==> src/rtl/sb_pkg.sv <==
package sb_pkg;
  localparam int DEF_NUM_REGS = 32;
  localparam int DEF_NUM_SRC  = 2;

  typedef enum logic [1:0] {
    HZ_NONE = 2'd0,
    HZ_SRC  = 2'd1,
    HZ_DST  = 2'd2,
    HZ_BOTH = 2'd3
  } hz_kind_e;

  function automatic hz_kind_e classify(input logic src_blk, input logic dst_blk);
    return hz_kind_e'({dst_blk, src_blk});
  endfunction
endpackage

==> src/rtl/sb_ready_bits.sv <==
module sb_ready_bits #(
  parameter int NUM_REGS = 32,
  parameter int IDX_W    = $clog2(NUM_REGS)
) (
  input  logic                clk,
  input  logic                rst_n,
  input  logic                clr_en,
  input  logic [IDX_W-1:0]    clr_idx,
  input  logic                set_en,
  input  logic [IDX_W-1:0]    set_idx,
  output logic [NUM_REGS-1:0] bits
);
  for (genvar g = 0; g < NUM_REGS; g++) begin : g_reg
    if (g == 0) begin : g_zero
      assign bits[g] = 1'b1;
    end else begin : g_flop
      logic hit_clr, hit_set;
      assign hit_clr = clr_en && (clr_idx == IDX_W'(g));
      assign hit_set = set_en && (set_idx == IDX_W'(g));
      always_ff @(posedge clk or negedge rst_n) begin
        if (!rst_n)       bits[g] <= 1'b1;
        else if (hit_clr) bits[g] <= 1'b0;
        else if (hit_set) bits[g] <= 1'b1;
      end
    end
  end


  one_drop_per_cycle_chk: assert property (@(posedge clk) disable iff (!rst_n)
    ($countones(bits) + 1) >= $past($countones(bits)));
endmodule

==> src/rtl/sb_hazard_check.sv <==
module sb_hazard_check
  import sb_pkg::*;
#(
  parameter int NUM_REGS = 32,
  parameter int NUM_SRC  = 2,
  parameter int IDX_W    = $clog2(NUM_REGS)
) (
  input  logic [NUM_REGS-1:0]      bits,
  input  logic                     vld,
  input  logic [NUM_SRC*IDX_W-1:0] src_idx,
  input  logic [NUM_SRC-1:0]       src_use,
  input  logic [IDX_W-1:0]         dst_idx,
  input  logic                     dst_use,
  output logic                     stall,
  output hz_kind_e                 kind
);
  logic [NUM_SRC-1:0] src_blk;
  logic               dst_blk;

  for (genvar i = 0; i < NUM_SRC; i++) begin : g_src
    assign src_blk[i] = src_use[i] && !bits[src_idx[i*IDX_W +: IDX_W]];
  end
  assign dst_blk = dst_use && !bits[dst_idx];

  assign kind  = vld ? classify(|src_blk, dst_blk) : HZ_NONE;
  assign stall = (kind != HZ_NONE);


  always_comb begin
    idle_no_stall_chk: assert (vld || !stall);
  end
endmodule

==> src/rtl/reg_ready_interlock.sv <==
module reg_ready_interlock
  import sb_pkg::*;
#(
  parameter int NUM_REGS = sb_pkg::DEF_NUM_REGS,
  parameter int NUM_SRC  = sb_pkg::DEF_NUM_SRC,
  parameter int IDX_W    = $clog2(NUM_REGS)
) (
  input  logic                     clk,
  input  logic                     rst_n,
  input  logic                     dec_vld,
  input  logic [NUM_SRC*IDX_W-1:0] dec_src_idx,
  input  logic [NUM_SRC-1:0]       dec_src_use,
  input  logic [IDX_W-1:0]         dec_dst_idx,
  input  logic                     dec_dst_use,
  input  logic                     wb_en,
  input  logic [IDX_W-1:0]         wb_idx,
  output logic                     stall,
  output logic [NUM_REGS-1:0]      ready_vec
);
  hz_kind_e hz_kind;
  logic     iss_fire;
  logic     clr_en;
  logic     wb_only;

  assign iss_fire = dec_vld && !stall;
  assign clr_en   = iss_fire && dec_dst_use && (dec_dst_idx != '0);
  assign wb_only  = wb_en && (wb_idx != '0) && !(clr_en && dec_dst_idx == wb_idx);

  sb_ready_bits #(.NUM_REGS(NUM_REGS), .IDX_W(IDX_W)) i_bits (
    .clk     (clk),
    .rst_n   (rst_n),
    .clr_en  (clr_en),
    .clr_idx (dec_dst_idx),
    .set_en  (wb_en),
    .set_idx (wb_idx),
    .bits    (ready_vec)
  );

  sb_hazard_check #(.NUM_REGS(NUM_REGS), .NUM_SRC(NUM_SRC), .IDX_W(IDX_W)) i_hz (
    .bits    (ready_vec),
    .vld     (dec_vld),
    .src_idx (dec_src_idx),
    .src_use (dec_src_use),
    .dst_idx (dec_dst_idx),
    .dst_use (dec_dst_use),
    .stall   (stall),
    .kind    (hz_kind)
  );


  issue_clears_chk: assert property (@(posedge clk) disable iff (!rst_n)
    clr_en |=> !ready_vec[$past(dec_dst_idx)]);


  wb_sets_chk: assert property (@(posedge clk) disable iff (!rst_n)
    wb_only |=> ready_vec[$past(wb_idx)]);


  stalled_frozen_chk: assert property (@(posedge clk) disable iff (!rst_n)
    (stall && !wb_en) |=> $stable(ready_vec));


  zero_ready_chk: assert property (@(posedge clk) disable iff (!rst_n)
    iss_fire |=> ready_vec[0]);
endmodule

==> config.mk <==
export PLATFORM = sky130hd
export DESIGN_NAME = reg_ready_interlock
export DESIGN_NICKNAME = d
export VERILOG_FILES = /design/src/rtl/sb_pkg.sv /design/src/rtl/sb_ready_bits.sv /design/src/rtl/sb_hazard_check.sv /design/src/rtl/reg_ready_interlock.sv
export SDC_FILE = /design/constraint.sdc
export NUM_CORES = 1
export LEC_CHECK = 0
export CAP_MARGIN = 40
export CORE_ASPECT_RATIO = 0.6
export CORE_MARGIN = 1.5
export CORE_UTILIZATION = 54
export CTS_CLUSTER_DIAMETER = 150
export DETAILED_ROUTE_END_ITERATION = 16
export PLACE_DENSITY_LB_ADDON = 0.3
export SLEW_MARGIN = 20
export SYNTH_ARGS = -nofsm -noshare
export SYNTH_HDL_FRONTEND = slang
export SYNTH_SLANG_ARGS = --single-unit
==> constraint.sdc <==
create_clock -name clk -period 6.2 [get_ports clk]
set_clock_uncertainty 0.2 [all_clocks]
set_input_delay 1.24 -clock clk [delete_from_list [all_inputs] [get_ports clk]]
set_output_delay 1.24 -clock clk [all_outputs]
set_load 0.03 [all_outputs]
# Word level (Yosys, flattened, before mapping)
# Cells that the tools add are included.
dict set report totals {
  register_bits 31
  in_bits 27
  output_inout_bits 33
  word_cells 271
}
dict set report op_classes {
  n_lt_le_gt_ge 3
  eq_ne 62
  muxes 69
  n_reduce_logical 106
}
# op count
set op_table {}
lappend op_table {{$eq 5x5->1 const B} 32}
lappend op_table {{$eq 5x4->1 const B} 16}
lappend op_table {{$logic_and 1x1->1} 68}
lappend op_table {{$mux 1} 65}
lappend op_table {{$reduce_bool 2->1} 32}
lappend op_table {{$eq 5x3->1 const B} 8}
lappend op_table {{$eq 5x2->1 const B} 4}
lappend op_table {{$lt 5x6->1 const B} 3}
lappend op_table {{$bmux 1 s5} 3}
lappend op_table {{$eq 5x1->1 const B} 2}
lappend op_table {{$reduce_bool 5->1} 1}
lappend op_table {{$logic_not 1->1} 4}
lappend op_table {{$mux 2} 1}
lappend op_table {{$reduce_or 2->1} 1}

# Logic depth before layout (Yosys ltp)
# Gate-level depths: netlist of the first run.
dict set report depth {
  depth_word 13
  mapped_depth 8
  depth_no_buf 6
}

# Cells and area by module
# Synthesis of the first run repeated with hierarchy kept, for this count alone.
dict set report unflattened {
  cells_unflattened 232
  area_unflattened_um2 2451.1
}
# mod instances cells_per_inst area_per_inst_um2 seq_area_each_um2
set modules_own_cells {}
lappend modules_own_cells {sb_ready_bits 1 135 1480.2 814.5}
lappend modules_own_cells {sb_hazard_check 1 93 949.7 0.0}
lappend modules_own_cells {reg_ready_interlock 1 4 21.3 0.0}

# Least setup slack after synthesis of the first run
# No wires, ideal clock.
dict set report synth_path {
  kind {input port to output port}
  from {in dec_dst_idx[1]}
  to {out stall}
  arrival_ps 3371
  required_time_ps 4760
  path_slack_ps 1389
  path_stages 7
  path_buffers 2
  cell_sequence {buf_2 buf_2 mux4_2 mux4_2 o21ai_0 nand2_1 a21boi_0}
}
dict set report synth_via {
  elab_chain_cells 6
}
# element line
set synth_lines {}
lappend synth_lines {{from (decl)} reg_ready_interlock.sv:13} ;# input logic [IDX_W-1:0] dec_dst_idx,
lappend synth_lines {{$bmux 1 s5} sb_hazard_check.sv:23} ;# assign dst_blk = dst_use && !bits[dst_idx];
lappend synth_lines {{$mux 1 (implied by the code)} sb_hazard_check.sv:23}
lappend synth_lines {{$logic_not 1->1} sb_hazard_check.sv:23}
lappend synth_lines {{$logic_and 1x1->1} sb_hazard_check.sv:23}
lappend synth_lines {{$mux 2} sb_hazard_check.sv:25} ;# assign kind = vld ? classify(|src_blk, dst_blk) : HZ_NONE;
lappend synth_lines {{$reduce_bool 2->1} sb_hazard_check.sv:26} ;# assign stall = (kind != HZ_NONE);
lappend synth_lines {{to (decl)} reg_ready_interlock.sv:17} ;# output logic stall,
# Every way passes these cells. The select of a mux whose other input is x is not followed.

# Worst setup path after layout of the first run
dict set report layout_path {
  from {in dec_src_idx[0]}
  to {out stall}
}
dict set report layout_via {
  elab_chain_cells 7
}
# element line
set layout_lines {}
lappend layout_lines {{from (decl)} reg_ready_interlock.sv:11} ;# input logic [NUM_SRC*IDX_W-1:0] dec_src_idx,
lappend layout_lines {{$bmux 1 s5} sb_hazard_check.sv:21} ;# assign src_blk[i] = src_use[i] && !bits[src_idx[i*IDX_W +: IDX_W]];
lappend layout_lines {{$mux 1 (implied by the code)} sb_hazard_check.sv:21}
lappend layout_lines {{$logic_not 1->1} sb_hazard_check.sv:21}
lappend layout_lines {{$logic_and 1x1->1} sb_hazard_check.sv:21}
lappend layout_lines {{$reduce_or 2->1} sb_hazard_check.sv:25}
lappend layout_lines {{$mux 2} sb_hazard_check.sv:25}
lappend layout_lines {{$reduce_bool 2->1} sb_hazard_check.sv:26}
# Every way passes these cells. The select of a mux whose other input is x is not followed.

==> impl_metrics.py, run 1 <==
metrics = {
    "finish": {
        "syn2layout_area_growth_pct": 27.6,
        "largest_register_ffs": 31,
        "filler_cell_count": 298,
        "instances_no_fill": 329,
        "top_register": "i_bits.bits",
        "n_antenna_cell": 0,
        "top_regs": "i_bits.bits x31",
        "layout.nets": 295,
        "drive_gt1_share_pct": 24.2,
        "multi_input_area_mm2": 0.00147,
        "ff_latch_area_um2": 815,
        "layout_commonest_cell": "clkdlybuf4s50_1",
        "most-common-layout-cells": "clkdlybuf4s50_1 (58), dfstp_2 (31), a41oi_1 (24)",
    },
    "setup_path": {
        "cp-start-kind": "primary input",
        "crit_type": "in2out",
        "critPathCaptureType": "primary output",
        "crit_path_max_fanout": 9,
        "required_ns": 4.76,
        "arrival_ns": 4.35,
    },
    "logic_synthesis": {
        "yosys_warnings": 0,
        "synth_top_family_by_area": "multiplexers",
        "synth_edf_count": 0,
        "netlist_instances": 217,
        "synth-simple-area-share_pct": 13.3,
        "synth-xor-area-share_pct": 0,
        "synthTopCellsByArea": "dfstp_2 (34%), mux4_2 (14%), a41oi_1 (8.7%), mux4_1 (7.6%), a21oi_1 (4.8%)",
        "syn-cell-area_mm2": 0.00240,
        "yosysUniqueCellTypes": 41,
        "yosys-mux-area-fraction_pct": 24.7,
        "synth-compound-area-share_pct": 22.8,
        "ys_ff_latch": 31,
        "syn_avg_cell_area_um2": 11.1,
        "ys_seq_area_share_pct": 33.9,
        "synth_nets": 244,
        "yosys_most_used_dff": "dfstp_2",
        "synthArstFlopShare_pct": 100,
        "yosysTopAreaCell": "dfstp_2",
        "yosys.area_share.adder_pct": 0,
        "synth_top_area_share_pct": 33.9,
    },
    "cts": {
        "cts_root_buf": "clkbuf_8",
        "clock_sinks": 31,
        "cts_buffers": 5,
        "cts_tree": "yes",
        "post_cts_buffers": 0,
        "clk_latency_ns": 0.29,
        "clockBufferDepth": 2,
        "path_clk_slew_ns": 0.06,
        "cts.htree.levels": 2,
        "holdBufCountCts": 0,
        "cts_resized": 0,
    },
    "timing": {
        "whs_ns": 0.365,
        "tns_ns": 0,
        "report.final.hold_viol_count": 0,
        "setup_violations": 0,
        "finalCritPeriodShare_pct": 93.4,
        "relSlewSlack_pct": 52.6,
        "worst_pin_slew_ns": 0.701,
        "maxSlewViolCount": 0,
        "finalCriticalPeriod_ns": 5.79,
        "timing.fmax_mhz": 173,
        "grt_setup_unrepaired": "no",
    },
    "power_and_ir_drop": {
        "power_density_mw_per_mm2": 331,
        "peakVddDrop_mv": 0.196,
        "p_leak_nw": 1.08,
    },
    "floorplanning": {
        "die_x_um": 89.2,
        "pin_count": 60,
        "core_area_mm2": 0.00419,
        "num_rows": 18,
        "start_util_pct": 57.4,
        "fp.dieH_um": 54.7,
        "dieArea_mm2": 0.00488,
    },
    "place": {
        "place_hpwl_mm": 5.69,
        "gp_congestion": 0.935,
        "port_buffers": 58,
        "dp_cells": 321,
    },
    "detailed_routing": {
        "drc_errors": 0,
        "detail-route-antenna-nets": 0,
        "detail_route.wl_per_cell_um": 24.0,
        "viasPerCell": 7.23,
        "vias": 2378,
        "firstDrtPassIters": 5,
        "drt_iter0_drc": 354,
        "wirelength_mm": 7.88,
    },
    "grt": {
        "antenna_found_initial": 0,
        "grt_use_total_pct": 34.9,
        "overflow": 0,
        "grt_max_degree": 32,
        "grt_pass1_wl_mm": 12.1,
        "grt_pass1_vias": 2217,
    },
    "run_status": {
        "status": "completed",
    },
    "min_path": {
        "hold_class": "reg2reg",
    },
    "flow_run": {
        "drv_cap": 0,
    },
}
layout make-up:
cell class,instances,area share [%]
clock inverters,2,0.408
multi-input cells,165,47.7
clock buffers,6,2.36
well taps,60,2.45
repair buffers,64,20.4
inverters,1,0.122
flip-flops and latches,31,26.5
kinds of logic (layout without fill, tap and decap cells):
group	count (synthesis)	in the layout
flip-flops	31	31
buffers and inverters	21	73
multiplexers	29	29
AO/OA/AOI/OAI	78	78
AND/OR/NAND/NOR	57	57
other	1	1
metal layers:
metal	vias up	track usage [%]	part of all wire, %
met2	209	46.9	40
met5	-	0	0
met4	0	9.23	2.0
li1	1003	-	-
met3	32	14.8	16
met1	1134	51.4	42
critical path, stage by stage:
cell and delay (ns):
clkdlybuf4s50_1 0.76, mux4_1 0.62, mux2_2 0.28, o211ai_2 0.14, o311a_2 0.19, a21oi_2 0.05, a21boi_0 0.32, clkdlybuf4s50_1 0.75
cells in the mapped netlist (2+ instances only):
master / instances
a2bb2oi_1: 2
mux4_2: 15
buf_4: 2
nand2_1: 9
mux4_1: 7
nor3_1: 4
nand3_1: 2
nor2_1: 8
o21ai_0: 2
o22ai_1: 2
nor2b_1: 9
buf_2: 6
nor4_1: 3
a211oi_1: 2
nor3b_1: 3
dfstp_2: 31
a31oi_1: 16
nand2b_1: 6
a21oi_1: 23
a41oi_1: 24
clkbuf_1: 6
nor4b_1: 2
buf_6: 4
and3_1: 4
mux2i_1: 5
mux2_2: 2
and2_1: 4
metrics by stage:
stage | util (%) | cell area (um^2) | total power [mW] | setup WS, ns
floorplan | - | 2400 | 0.650 | 1.39
finish | 73.3 | 3070 | 1.02 | 0.407
CTS | 73.3 | 3070 | 1.00 | 0.462
global placement | 71.2 | 2980 | 0.835 | 0.498
global route | 73.3 | 3070 | 1.06 | 0.367
detailed placement | 71.2 | 2980 | 0.843 | 0.486
final timing paths:
check	start	to	slack, ns	depth (start not counted)
setup / recovery	dec_src_idx[0]	stall	0.41	8
hold reg to reg	i_bits.bits[2]	i_bits.bits[2]	0.37	2
hold / removal	i_bits.bits[2]	i_bits.bits[2]	0.37	2
min in group asynchronous	rst_n	i_bits.bits[18]	1.43	2
setup reg to reg	i_bits.bits[1]	i_bits.bits[29]	3.80	7
max in group asynchronous	rst_n	i_bits.bits[4]	4.33	2
power breakdown:
part           switching, mW  internal [mW]  total [mW]
clock network         0.0787         0.0783       0.157
logic                  0.245          0.224       0.470
registers             0.0949          0.294       0.389
Power figures use the tool's default switching activity.
==> inputs of run 2 (changes only) <==
--- a/config.mk
+++ b/config.mk
@@ -8,10 +8,11 @@
 export CAP_MARGIN = 40
 export CORE_ASPECT_RATIO = 0.6
 export CORE_MARGIN = 1.5
-export CORE_UTILIZATION = 54
+export CORE_UTILIZATION = 45
 export CTS_CLUSTER_DIAMETER = 150
 export DETAILED_ROUTE_END_ITERATION = 16
 export PLACE_DENSITY_LB_ADDON = 0.3
+export SKIP_LAST_GASP = 1
 export SLEW_MARGIN = 20
 export SYNTH_ARGS = -nofsm -noshare
 export SYNTH_HDL_FRONTEND = slang
==> constraint.sdc (replaced) <==
create_clock -name clk -period 4.65 [get_ports clk]
set_clock_uncertainty 0.2 [all_clocks]
set_input_delay 0.93 -clock clk [delete_from_list [all_inputs] [get_ports clk]]
set_output_delay 0.93 -clock clk [all_outputs]
set_load 0.03 [all_outputs]
==> impl_metrics.py, run 2 (same netlist as run 1, synthesis figures left out) <==
metrics = {
    "grt": {
        "overflow": 0,
        "grt_pass1_vias": 2216,
        "grt_use_total_pct": 28.4,
        "antenna_found_initial": 0,
        "grt_pass1_wl_mm": 12.3,
        "grt_max_degree": 32,
    },
    "timing": {
        "relSlewSlack_pct": 51.7,
        "grt_setup_unrepaired": "no",
        "postLayoutSetupSlackWorst_ns": 0.0974,
        "finalCriticalPeriod_ns": 4.55,
        "tns_ns": 0,
        "setup_violations": 0,
        "finalCritPeriodShare_pct": 97.9,
        "maxSlewViolCount": 0,
        "timing.fmax_mhz": 220,
        "report.final.hold_viol_count": 0,
        "worst_pin_slew_ns": 0.715,
    },
    "power_and_ir_drop": {
        "p_leak_nw": 1.12,
        "power_density_mw_per_mm2": 433,
        "peakVddDrop_mv": 0.254,
    },
    "floorplanning": {
        "core_area_mm2": 0.00510,
        "dieArea_mm2": 0.00581,
        "pin_count": 60,
        "start_util_pct": 47.1,
        "die_x_um": 97.4,
        "num_rows": 20,
        "fp.dieH_um": 59.6,
    },
    "detailed_routing": {
        "vias": 2393,
        "wirelength_mm": 7.87,
        "drt_iter0_drc": 338,
        "drc_errors": 0,
        "firstDrtPassIters": 5,
        "viasPerCell": 7.04,
        "detail_route.wl_per_cell_um": 23.1,
        "detail-route-antenna-nets": 0,
    },
    "finish": {
        "layout.nets": 301,
        "top_register": "i_bits.bits",
        "n_antenna_cell": 0,
        "drive_gt1_share_pct": 26.3,
        "top_regs": "i_bits.bits x31",
        "syn2layout_area_growth_pct": 30.3,
        "filler_cell_count": 435,
        "layout_commonest_cell": "clkdlybuf4s50_1",
        "largest_register_ffs": 31,
        "most-common-layout-cells": "clkdlybuf4s50_1 (57), dfstp_2 (31), a41oi_1 (24)",
    },
    "setup_path": {
        "required_ns": 3.52,
        "path_cells": "clkdlybuf4s50_1 -> mux4_2 -> mux4_2 -> o21ai_0 -> nand2_1 -> a21boi_0 -> buf_4",
        "cp.buffers_inverters": 2,
        "crit_path_max_fanout": 6,
        "path_common_cell": "mux4_2",
        "slowest_stage": "clkdlybuf4s50_1",
        "crit_family": "multiplexers",
        "crit_type": "in2out",
        "arrival_ns": 3.42,
        "cp-start-kind": "primary input",
        "slowest_delay_ns": 0.63,
        "critPathCaptureType": "primary output",
    },
    "cts": {
        "clk_latency_ns": 0.29,
        "clockBufferDepth": 2,
        "cts_buffers": 5,
        "cts.htree.levels": 2,
        "path_clk_slew_ns": 0.06,
        "post_cts_buffers": 0,
        "holdBufCountCts": 0,
        "cts_root_buf": "clkbuf_8",
        "cts_resized": 0,
        "cts_tree": "yes",
        "clock_sinks": 31,
    },
    "min_path": {
        "hold_class": "reg2reg",
    },
    "place": {
        "port_buffers": 58,
        "place_hpwl_mm": 5.82,
        "dp_slack_ns": 0.179,
        "gp_congestion": 0.965,
    },
    "run_status": {
        "status": "completed",
    },
    "flow_run": {
        "drv_cap": 0,
    },
}
run 2: cell types whose count changed in the layout (fill, tap and decap cells not counted):
cell	before	now
clkdlybuf4s50_1	58	57
clkinvlp_4	1	0
buf_12	0	1
clkbuf_1	1	0
clkbuf_8	5	6
buf_4	6	12
run 2: stage by stage:
step / total power [mW] / util, % / cells / hold slack (ns) / area [um^2]
floorplan: 0.867 / - / 217 / 0.384 / 2400
global placement: 1.12 / 59.7 / 333 / 0.343 / 3050
detailed placement: 1.13 / 59.7 / 333 / 0.344 / 3050
CTS: 1.35 / 61.4 / 340 / 0.350 / 3130
global route: 1.42 / 61.4 / 340 / 0.382 / 3130
finish: 1.36 / 61.4 / 340 / 0.354 / 3130
run 2: area by class of cell:
type                       count  area [um^2]  share of cell area, %
sequential                    31          815                   26.0
timing repair buffer          70          681                   21.7
clock inverter                 1         5.00                  0.160
multi-input combinational    165         1470                   46.7
clock buffer                   6         82.6                   2.63
inverter                       1         3.75                  0.120
tap                           66         82.6                   2.63
run 2: worst reg2reg max path, delay by kind of cell (launching register included):
family                 cells  cell delay [ns]
multiplexers               1             0.10
buffers and inverters      1             0.32
flip-flops                 1             0.60
AO/OA/AOI/OAI              5             1.05
run 2: power by group:
part / internal, mW / leakage (nW) / switching [mW] / total (mW)
logic: 0.303 / 0.745 / 0.320 / 0.623
clock network: 0.116 / 0.0470 / 0.0962 / 0.212
registers: 0.393 / 0.326 / 0.130 / 0.523
run 2: worst paths after layout:
path | start | to | slack (ns) | cells past startpoint
max in group asynchronous | rst_n | i_bits.bits[6] | 3.11 | 2
min | i_bits.bits[2] | i_bits.bits[2] | 0.35 | 2
max reg2reg | i_bits.bits[5] | i_bits.bits[29] | 2.29 | 7
max | dec_dst_idx[0] | stall | 0.1 | 7
min in group asynchronous | rst_n | i_bits.bits[18] | 1.10 | 2
min reg2reg | i_bits.bits[2] | i_bits.bits[2] | 0.35 | 2
run 2: layer usage:
layer / vias up / wire length, um / track usage [%]
li1: 1012 / - / -
met1: 1178 / 3490 / 43.0
met2: 180 / 3150 / 37.8
met3: 23 / 1110 / 10.8
met4: 0 / 115 / 6.94
met5: - / 0 / 0
